### src/rtl/ffb_pkg.sv
package ffb_pkg;
  localparam logic [1:0] KIND_OFF = 2'd0;
  localparam logic [1:0] KIND_EQ  = 2'd1;
  localparam logic [1:0] KIND_GT  = 2'd2;
  localparam logic [1:0] KIND_LT  = 2'd3;
  localparam int WORD_W  = 32;
  localparam int LEN_LSB = 16;
endpackage

### src/rtl/ffb_cfg_regs.sv
module ffb_cfg_regs
  import ffb_pkg::*;
#(
  parameter int NUM_SLOTS = 8,
  parameter int FIELD_W   = 48,
  parameter int ADDR_W    = 6,
  parameter int START_W   = 15,
  parameter int LEN_W     = 4
) (
  input  logic                               clk,
  input  logic                               rst_n,
  input  logic                               wr_en,
  input  logic [ADDR_W-1:0]                  wr_addr,
  input  logic [WORD_W-1:0]                  wr_data,
  input  logic                               load,
  output logic [NUM_SLOTS-1:0][FIELD_W-1:0]  cur_val,
  output logic [NUM_SLOTS-1:0][FIELD_W-1:0]  cur_mask,
  output logic [NUM_SLOTS-1:0][1:0]          cur_kind,
  output logic [START_W-1:0]                 cur_start,
  output logic [LEN_W-1:0]                   cur_len
);
  localparam int HI_W      = FIELD_W - WORD_W;
  localparam int KIND_ADDR = 4 * NUM_SLOTS;
  localparam int WIN_ADDR  = KIND_ADDR + 1;

  logic [NUM_SLOTS-1:0][FIELD_W-1:0] stg_val, stg_mask, act_val, act_mask;
  logic [NUM_SLOTS-1:0][1:0]         stg_kind, act_kind;
  logic [START_W-1:0]                stg_start, act_start;
  logic [LEN_W-1:0]                  stg_len, act_len;
  logic                              unused_wdata;

  assign unused_wdata = ^wr_data;

  for (genvar s = 0; s < NUM_SLOTS; s++) begin : g_slot
    always_ff @(posedge clk) begin
      if (!rst_n) begin
        stg_val[s]  <= '0;
        stg_mask[s] <= '0;
      end else if (wr_en) begin
        if (wr_addr == ADDR_W'(4*s))
          stg_val[s][WORD_W-1:0] <= wr_data;
        if (wr_addr == ADDR_W'(4*s+1))
          stg_val[s][FIELD_W-1:WORD_W] <= wr_data[HI_W-1:0];
        if (wr_addr == ADDR_W'(4*s+2))
          stg_mask[s][WORD_W-1:0] <= wr_data;
        if (wr_addr == ADDR_W'(4*s+3))
          stg_mask[s][FIELD_W-1:WORD_W] <= wr_data[HI_W-1:0];
      end
    end
  end

  always_ff @(posedge clk) begin
    if (!rst_n) begin
      stg_kind  <= '0;
      stg_start <= '0;
      stg_len   <= '0;
    end else if (wr_en) begin
      if (wr_addr == ADDR_W'(KIND_ADDR))
        stg_kind <= wr_data[2*NUM_SLOTS-1:0];
      if (wr_addr == ADDR_W'(WIN_ADDR)) begin
        stg_start <= wr_data[START_W-1:0];
        stg_len   <= wr_data[LEN_LSB +: LEN_W];
      end
    end
  end

  always_ff @(posedge clk) begin
    if (!rst_n) begin
      act_val   <= '0;
      act_mask  <= '0;
      act_kind  <= '0;
      act_start <= '0;
      act_len   <= '0;
    end else if (load) begin
      act_val   <= stg_val;
      act_mask  <= stg_mask;
      act_kind  <= stg_kind;
      act_start <= stg_start;
      act_len   <= stg_len;
    end
  end

  assign cur_val   = load ? stg_val   : act_val;
  assign cur_mask  = load ? stg_mask  : act_mask;
  assign cur_kind  = load ? stg_kind  : act_kind;
  assign cur_start = load ? stg_start : act_start;
  assign cur_len   = load ? stg_len   : act_len;
endmodule

### src/rtl/ffb_window_capture.sv
module ffb_window_capture #(
  parameter int FIELD_BYTES = 6,
  parameter int START_W     = 15,
  parameter int LEN_W       = 4
) (
  input  logic                     clk,
  input  logic                     rst_n,
  input  logic                     in_valid,
  input  logic                     in_sof,
  input  logic                     in_eof,
  input  logic [7:0]               in_data,
  input  logic [START_W-1:0]       win_start,
  input  logic [LEN_W-1:0]         win_len,
  output logic [8*FIELD_BYTES-1:0] win_bytes,
  output logic [LEN_W-1:0]         eff_len,
  output logic                     fire
);
  localparam int FIELD_W = 8 * FIELD_BYTES;
  localparam int POS_W   = START_W + 1;
  localparam int SUM_W   = POS_W + 1;
  localparam int IDX_W   = $clog2(FIELD_BYTES);

  logic [POS_W-1:0]   pos_q, pos_cur;
  logic [FIELD_W-1:0] win_q;
  logic               in_frame_q, done_q, done_cur;
  logic               beat, in_win, last;
  logic [SUM_W-1:0]   pos_ext, st_ext, end_ext, idx;
  logic [IDX_W-1:0]   idx_b;
  logic               unused_idx;

  assign beat     = in_valid && (in_sof || in_frame_q);
  assign pos_cur  = in_sof ? '0 : pos_q;
  assign done_cur = in_sof ? 1'b0 : done_q;
  assign eff_len  = (win_len > LEN_W'(FIELD_BYTES)) ? LEN_W'(FIELD_BYTES) : win_len;

  assign pos_ext = SUM_W'(pos_cur);
  assign st_ext  = SUM_W'(win_start);
  assign end_ext = st_ext + SUM_W'(eff_len);
  assign idx     = pos_ext - st_ext;
  assign idx_b   = idx[IDX_W-1:0];
  assign unused_idx = ^idx[SUM_W-1:IDX_W];

  assign in_win = beat && (pos_ext >= st_ext) && (pos_ext < end_ext);
  assign last   = (idx == SUM_W'(eff_len) - SUM_W'(1));
  assign fire   = in_win && last && !done_cur;

  always_comb begin
    win_bytes = in_sof ? '0 : win_q;
    if (in_win) begin
      for (int b = 0; b < FIELD_BYTES; b++) begin
        if (idx_b == IDX_W'(b))
          win_bytes[8*b +: 8] = in_data;
      end
    end
  end

  always_ff @(posedge clk) begin
    if (!rst_n) begin
      pos_q      <= '0;
      win_q      <= '0;
      in_frame_q <= 1'b0;
      done_q     <= 1'b0;
    end else if (beat) begin
      pos_q      <= (&pos_cur) ? pos_cur : pos_cur + POS_W'(1);
      win_q      <= win_bytes;
      in_frame_q <= !in_eof;
      done_q     <= done_cur || fire;
    end
  end
endmodule

### src/rtl/ffb_slot_cmp.sv
module ffb_slot_cmp
  import ffb_pkg::*;
#(
  parameter int FIELD_BYTES = 6
) (
  input  logic [8*FIELD_BYTES-1:0] win,
  input  logic [8*FIELD_BYTES-1:0] val,
  input  logic [8*FIELD_BYTES-1:0] mask,
  input  logic [8*FIELD_BYTES-1:0] care,
  input  logic [1:0]               kind,
  output logic                     hit
);
  localparam int FIELD_W = 8 * FIELD_BYTES;

  logic [FIELD_W-1:0] keep, a_be, v_be;

  assign keep = ~mask & care;

  always_comb begin
    for (int b = 0; b < FIELD_BYTES; b++) begin
      a_be[8*(FIELD_BYTES-1-b) +: 8] = win[8*b +: 8] & keep[8*b +: 8];
      v_be[8*(FIELD_BYTES-1-b) +: 8] = val[8*b +: 8] & keep[8*b +: 8];
    end
  end

  always_comb begin
    unique case (kind)
      KIND_EQ: hit = (a_be == v_be);
      KIND_GT: hit = (a_be > v_be);
      KIND_LT: hit = (a_be < v_be);
      default: hit = 1'b0;
    endcase
  end
endmodule

### src/rtl/ffield_filter_bank.sv
module ffield_filter_bank
  import ffb_pkg::*;
#(
  parameter int NUM_SLOTS   = 8,
  parameter int FIELD_BYTES = 6,
  parameter int ADDR_W      = 6,
  parameter int START_W     = 15,
  parameter int LEN_W       = 4
) (
  input  logic                 clk,
  input  logic                 rst_n,
  input  logic                 in_valid,
  output logic                 in_ready,
  input  logic                 in_sof,
  input  logic                 in_eof,
  input  logic [7:0]           in_data,
  input  logic                 cfg_we,
  input  logic [ADDR_W-1:0]    cfg_addr,
  input  logic [WORD_W-1:0]    cfg_wdata,
  output logic                 match_valid,
  output logic [NUM_SLOTS-1:0] match_vec
);
  localparam int FIELD_W = 8 * FIELD_BYTES;

  logic [NUM_SLOTS-1:0][FIELD_W-1:0] cfg_val, cfg_mask;
  logic [NUM_SLOTS-1:0][1:0]         cfg_kind;
  logic [START_W-1:0]                cfg_start;
  logic [LEN_W-1:0]                  cfg_len, eff_len;
  logic [FIELD_W-1:0]                win_bytes, care;
  logic                              win_fire, sof_beat;
  logic [NUM_SLOTS-1:0]              hits;

  assign in_ready = 1'b1;
  assign sof_beat = in_valid && in_sof;

  ffb_cfg_regs #(
    .NUM_SLOTS(NUM_SLOTS), .FIELD_W(FIELD_W), .ADDR_W(ADDR_W),
    .START_W(START_W), .LEN_W(LEN_W)
  ) u_cfg (
    .clk(clk), .rst_n(rst_n), .wr_en(cfg_we), .wr_addr(cfg_addr),
    .wr_data(cfg_wdata), .load(sof_beat), .cur_val(cfg_val),
    .cur_mask(cfg_mask), .cur_kind(cfg_kind), .cur_start(cfg_start),
    .cur_len(cfg_len)
  );

  ffb_window_capture #(
    .FIELD_BYTES(FIELD_BYTES), .START_W(START_W), .LEN_W(LEN_W)
  ) u_cap (
    .clk(clk), .rst_n(rst_n), .in_valid(in_valid), .in_sof(in_sof),
    .in_eof(in_eof), .in_data(in_data), .win_start(cfg_start),
    .win_len(cfg_len), .win_bytes(win_bytes), .eff_len(eff_len),
    .fire(win_fire)
  );

  always_comb begin
    for (int b = 0; b < FIELD_BYTES; b++)
      care[8*b +: 8] = (LEN_W'(b) < eff_len) ? 8'hFF : 8'h00;
  end

  for (genvar s = 0; s < NUM_SLOTS; s++) begin : g_cmp
    ffb_slot_cmp #(.FIELD_BYTES(FIELD_BYTES)) u_slot (
      .win(win_bytes), .val(cfg_val[s]), .mask(cfg_mask[s]),
      .care(care), .kind(cfg_kind[s]), .hit(hits[s])
    );
  end

  always_ff @(posedge clk) begin
    if (!rst_n) begin
      match_vec   <= '0;
      match_valid <= 1'b0;
    end else begin
      match_valid <= win_fire;
      if (win_fire)
        match_vec <= hits;
      else if (sof_beat)
        match_vec <= '0;
    end
  end
endmodule

### config.mk
export PLATFORM = sky130hd
export DESIGN_NAME = ffield_filter_bank
export DESIGN_NICKNAME = d
export VERILOG_FILES = /design/src/rtl/ffb_pkg.sv /design/src/rtl/ffb_cfg_regs.sv /design/src/rtl/ffb_window_capture.sv /design/src/rtl/ffb_slot_cmp.sv /design/src/rtl/ffield_filter_bank.sv
export SDC_FILE = /design/constraint.sdc
export NUM_CORES = 2
export LEC_CHECK = 0
export BUFFER_PORTS_ARGS = -buffer_cell sky130_fd_sc_hd__buf_2
export CORE_ASPECT_RATIO = 1.4
export CORE_MARGIN = 4
export CORE_UTILIZATION = 40
export DETAILED_ROUTE_END_ITERATION = 10
export SLEW_MARGIN = 15
export SYNTH_ARGS = -nofsm -noshare
export SYNTH_HDL_FRONTEND = slang
export SYNTH_SLANG_ARGS = --single-unit
### constraint.sdc
create_clock -name clk -period 20 [get_ports clk]
set_input_delay 4 -clock clk [delete_from_list [all_inputs] [get_ports clk]]
set_output_delay 4 -clock clk [all_outputs]
set_load 0.03 [all_outputs]
==> impl_results.md <==
* Status: completed
* Final WL at 286.6 mm
* Pleak at 33.24 nW
* Post-CTS Resized at 0
* Die span in y at 554.6 µm
* Post-layout min period at 13.33 ns
* H-tree lvl count at 4
* Crit end category: flip-flop
* #FFs+latches synth at 1681
* Max Freq at 75.03 MHz
* Row count at 200
* Mapped Area at 85370 µm²
* Final Non-Filler Cells at 12960
* FF-to-FF path depth at 27
* CTS Buffer Depth at 4
* Pwr/cell area at 76.75 nW/µm²
* Setup Skew at 0.07070 ns
* I/O Buffers at 60
* Setup violations, final at 0
* Critical path's largest stage delay at 1.13 ns
* Initial antenna violation count at 21
* Global-route wire length before repair at 428.8 mm
* Post-Syn Nets at 10850
* IO Pins at 62
* Clk Latency, worst-skew pair at 0.85 ns
* Final critical-path share of the clock period at 66.64%
* Part of the Yosys area used for sequential elements at 39.42%
* Mean number of vias per cell at 5.545
* Post-CTS Setup Bufs at 0
* Hold Buf Count CTS at 0
* Ys async rst share at 0%
* GRT overflow at 0
* Root buffer cell: clkbuf_16
* Hold path depth at 2
* Most used DFF post-synth: dfxtp_1
* Mapped Cells at 10370
* Crit-path slowest cell: nor4_1
* Worst EP required at 20.77 ns
* CP Class: input port to flip-flop
* Post-Route Setup TNS at 0 ns
* Worst-path fanout max at 93
* Die width at 398.4 µm
* GRT Total Usage at 25.02%
* DRT antenna net count at 0
* Final Net Count at 10470
* Design Area, Final at 93500 µm²
* Max_cap viols at 0
* CTS Sinks at 1681
* Layout cells sized above 1 at 6.307%
* Die footprint at 221000 µm²
* EDFF count, synth at 0
* Slew margin rel. at 14.98%
* Cell variety after synth at 88
* Worst vdd ir at 0.05455 mV
* Synthesis Warnings at 0
* RSZ-0062 raised after global routing: no
* Drt first-iter violations at 5795
* Slew Viols, Final at 0
* Clock slew at reported path FFs at 0.06 ns
* Initial Util at 40.23%
* Pre-antenna DRT Iters at 5
* CTS tree: built
* Total CTS buffers at 178
* DPL Wire Length at 183.7 mm
* Final Wtd Congestion at 0.9126
* Drt wl/cell at 22.12 µm
* Syn Area/Cell at 8.229 µm²
* CORE AREA at 212200 µm²
* Tightest Hold Check Type: flip-flop to flip-flop
* Startpoint Class: input port
* Total power after layout at 7.176 mW
* Arrival time at the worst endpoint at 14.10 ns
* DR vias at 71850
* Vias in the first global route at 69940
* Post-DP Area at 87720 µm²
* # placed instances at 12640
* Endpoints failing hold at 0
* P&R area growth vs syn at 9.526%
* Pin count of the biggest net entering global routing at 247
* Worst slew pin tran at 1.264 ns
* Drc violations at 0
==> synth_stat cells, types with 13 or more instances <==
library cell	count	area, µm²
a2111oi_0	13	113.9
a211oi_1	24	180.2
a21boi_0	1183	8881
a21boi_1	25	187.7
a21o_1	139	1044
a21oi_1	137	685.7
a22oi_2	23	287.8
and2_1	31	193.9
and3_1	19	118.9
and4_1	16	140.1
buf_1	55	206.5
clkbuf_1	692	2597
dfxtp_1	1681	33650
ha_1	424	5305
inv_1	25	93.84
mux2i_1	451	4514
nand2_1	2871	10780
nand3_1	89	445.4
nand3b_1	149	1119
nand4_1	69	431.7
nor2_1	407	1528
nor2b_1	479	2997
nor3_1	30	150.1
nor3b_1	625	4692
nor3b_2	64	800.8
nor4_1	18	112.6
o211ai_1	20	150.1
o21ai_0	375	1877
o22ai_1	18	112.6
xnor2_1	19	166.4
xor2_1	21	183.9
==> routing by layer <==
metal	GRT usage [%]	vias up	share of wire (%)
met5	0	-	0.010
met4	14.13	6	6.5
met3	3.561	649	5.4
met2	43.13	1932	48
met1	29.67	34950	40
li1	-	34310	-
==> through the flow <==
stage / util, % / worst slack, ns / hold WS, ns
floorplan: - / 8.219 / 0.4308
global placement: 41.34 / 5.994 / 0.4399
detailed placement: 41.34 / 6.013 / 0.4449
CTS: 44.04 / 6.796 / 0.4405
global route: 44.05 / 6.027 / 0.4744
finish: 44.06 / 6.672 / 0.4336
==> area by class of cell <==
class	instances	area, µm²
Fill cell	20920	118700
Multi-Input combinational cell	7902	48950
Sequential cell	1681	33650
Clock buffer	257	5141
Tap cell	2828	3538
Timing Repair Buffer	202	1496
Clock inverter	47	590.6
Inverter	27	101.3
Antenna cell	12	30.03
==> sequential cells by signal, summed over array words and instances, names as in the netlist, 15 cells and up <==
register         cells
u_cap.pos_q         16
u_cap.win_q         48
u_cfg.act_kind      16
u_cfg.act_mask     384
u_cfg.act_start     15
u_cfg.act_val      384
u_cfg.stg_kind      16
u_cfg.stg_mask     384
u_cfg.stg_start     15
u_cfg.stg_val      384
==> kinds of logic (layout without fill, tap and decap cells) <==
kind of cell / after synthesis / after routing / synth area share, %
AO/OA/AOI/OAI: 2056 / 2056 / 16.97
XOR/XNOR: 40 / 40 / 0.4104
adder cells (fa/ha/maj): 426 / 426 / 6.261
buffers and inverters: 791 / 533 / 3.532
flip-flops: 1681 / 1681 / 39.42
multiplexers: 458 / 458 / 5.386
other: 2 / 14 / 0.008797
AND/OR/NAND/NOR: 4920 / 4920 / 28.01
==> where the power goes <==
group / leakage (nW) / switching (mW) / total [mW] / internal (mW)
combinational: 16.9 / 0.333 / 0.466 / 0.133
sequential: 13.5 / 0.00737 / 3.36 / 3.36
clock: 2.82 / 1.41 / 3.35 / 1.93
==> layout by cell type (no fill, tap or decap), types with 59 or more instances in the layout <==
cell | synthesis | layout
nor3b_2 | 64 | 64
mux2i_1 | 451 | 450
nand3b_1 | 149 | 149
o21ai_0 | 375 | 375
a21o_1 | 139 | 139
dfxtp_1 | 1681 | 1681
nor3b_1 | 625 | 625
nor2b_1 | 479 | 479
ha_1 | 424 | 422
nand4_1 | 69 | 69
nand3_1 | 89 | 85
a21boi_0 | 1183 | 1183
buf_4 | 5 | 132
buf_2 | 10 | 59
clkbuf_16 | 0 | 178
nand2_1 | 2871 | 2871
nor2_1 | 407 | 385
a21oi_1 | 137 | 137
==> worst max-delay path, delay by kind of cell <==
family,cells,cell delay [ns]
adder cells (fa/ha/maj),3,0.71
multiplexers,3,1.02
buffers and inverters,4,0.80
AO/OA/AOI/OAI,11,3.41
AND/OR/NAND/NOR,8,3.91
XOR/XNOR,1,0.17
==> worst paths after layout <==
check,startpoint,endpoint,slack (ns)
setup / recovery,in_sof,match_vec[3],6.67
hold reg to reg,u_cfg.stg_val[373],u_cfg.act_val[373],0.43
hold / removal,u_cfg.stg_val[373],u_cfg.act_val[373],0.43
setup reg to reg,u_cfg.stg_len[3],match_vec[3],10.64
No activity file was read; power rests on OpenSTA's default activity.
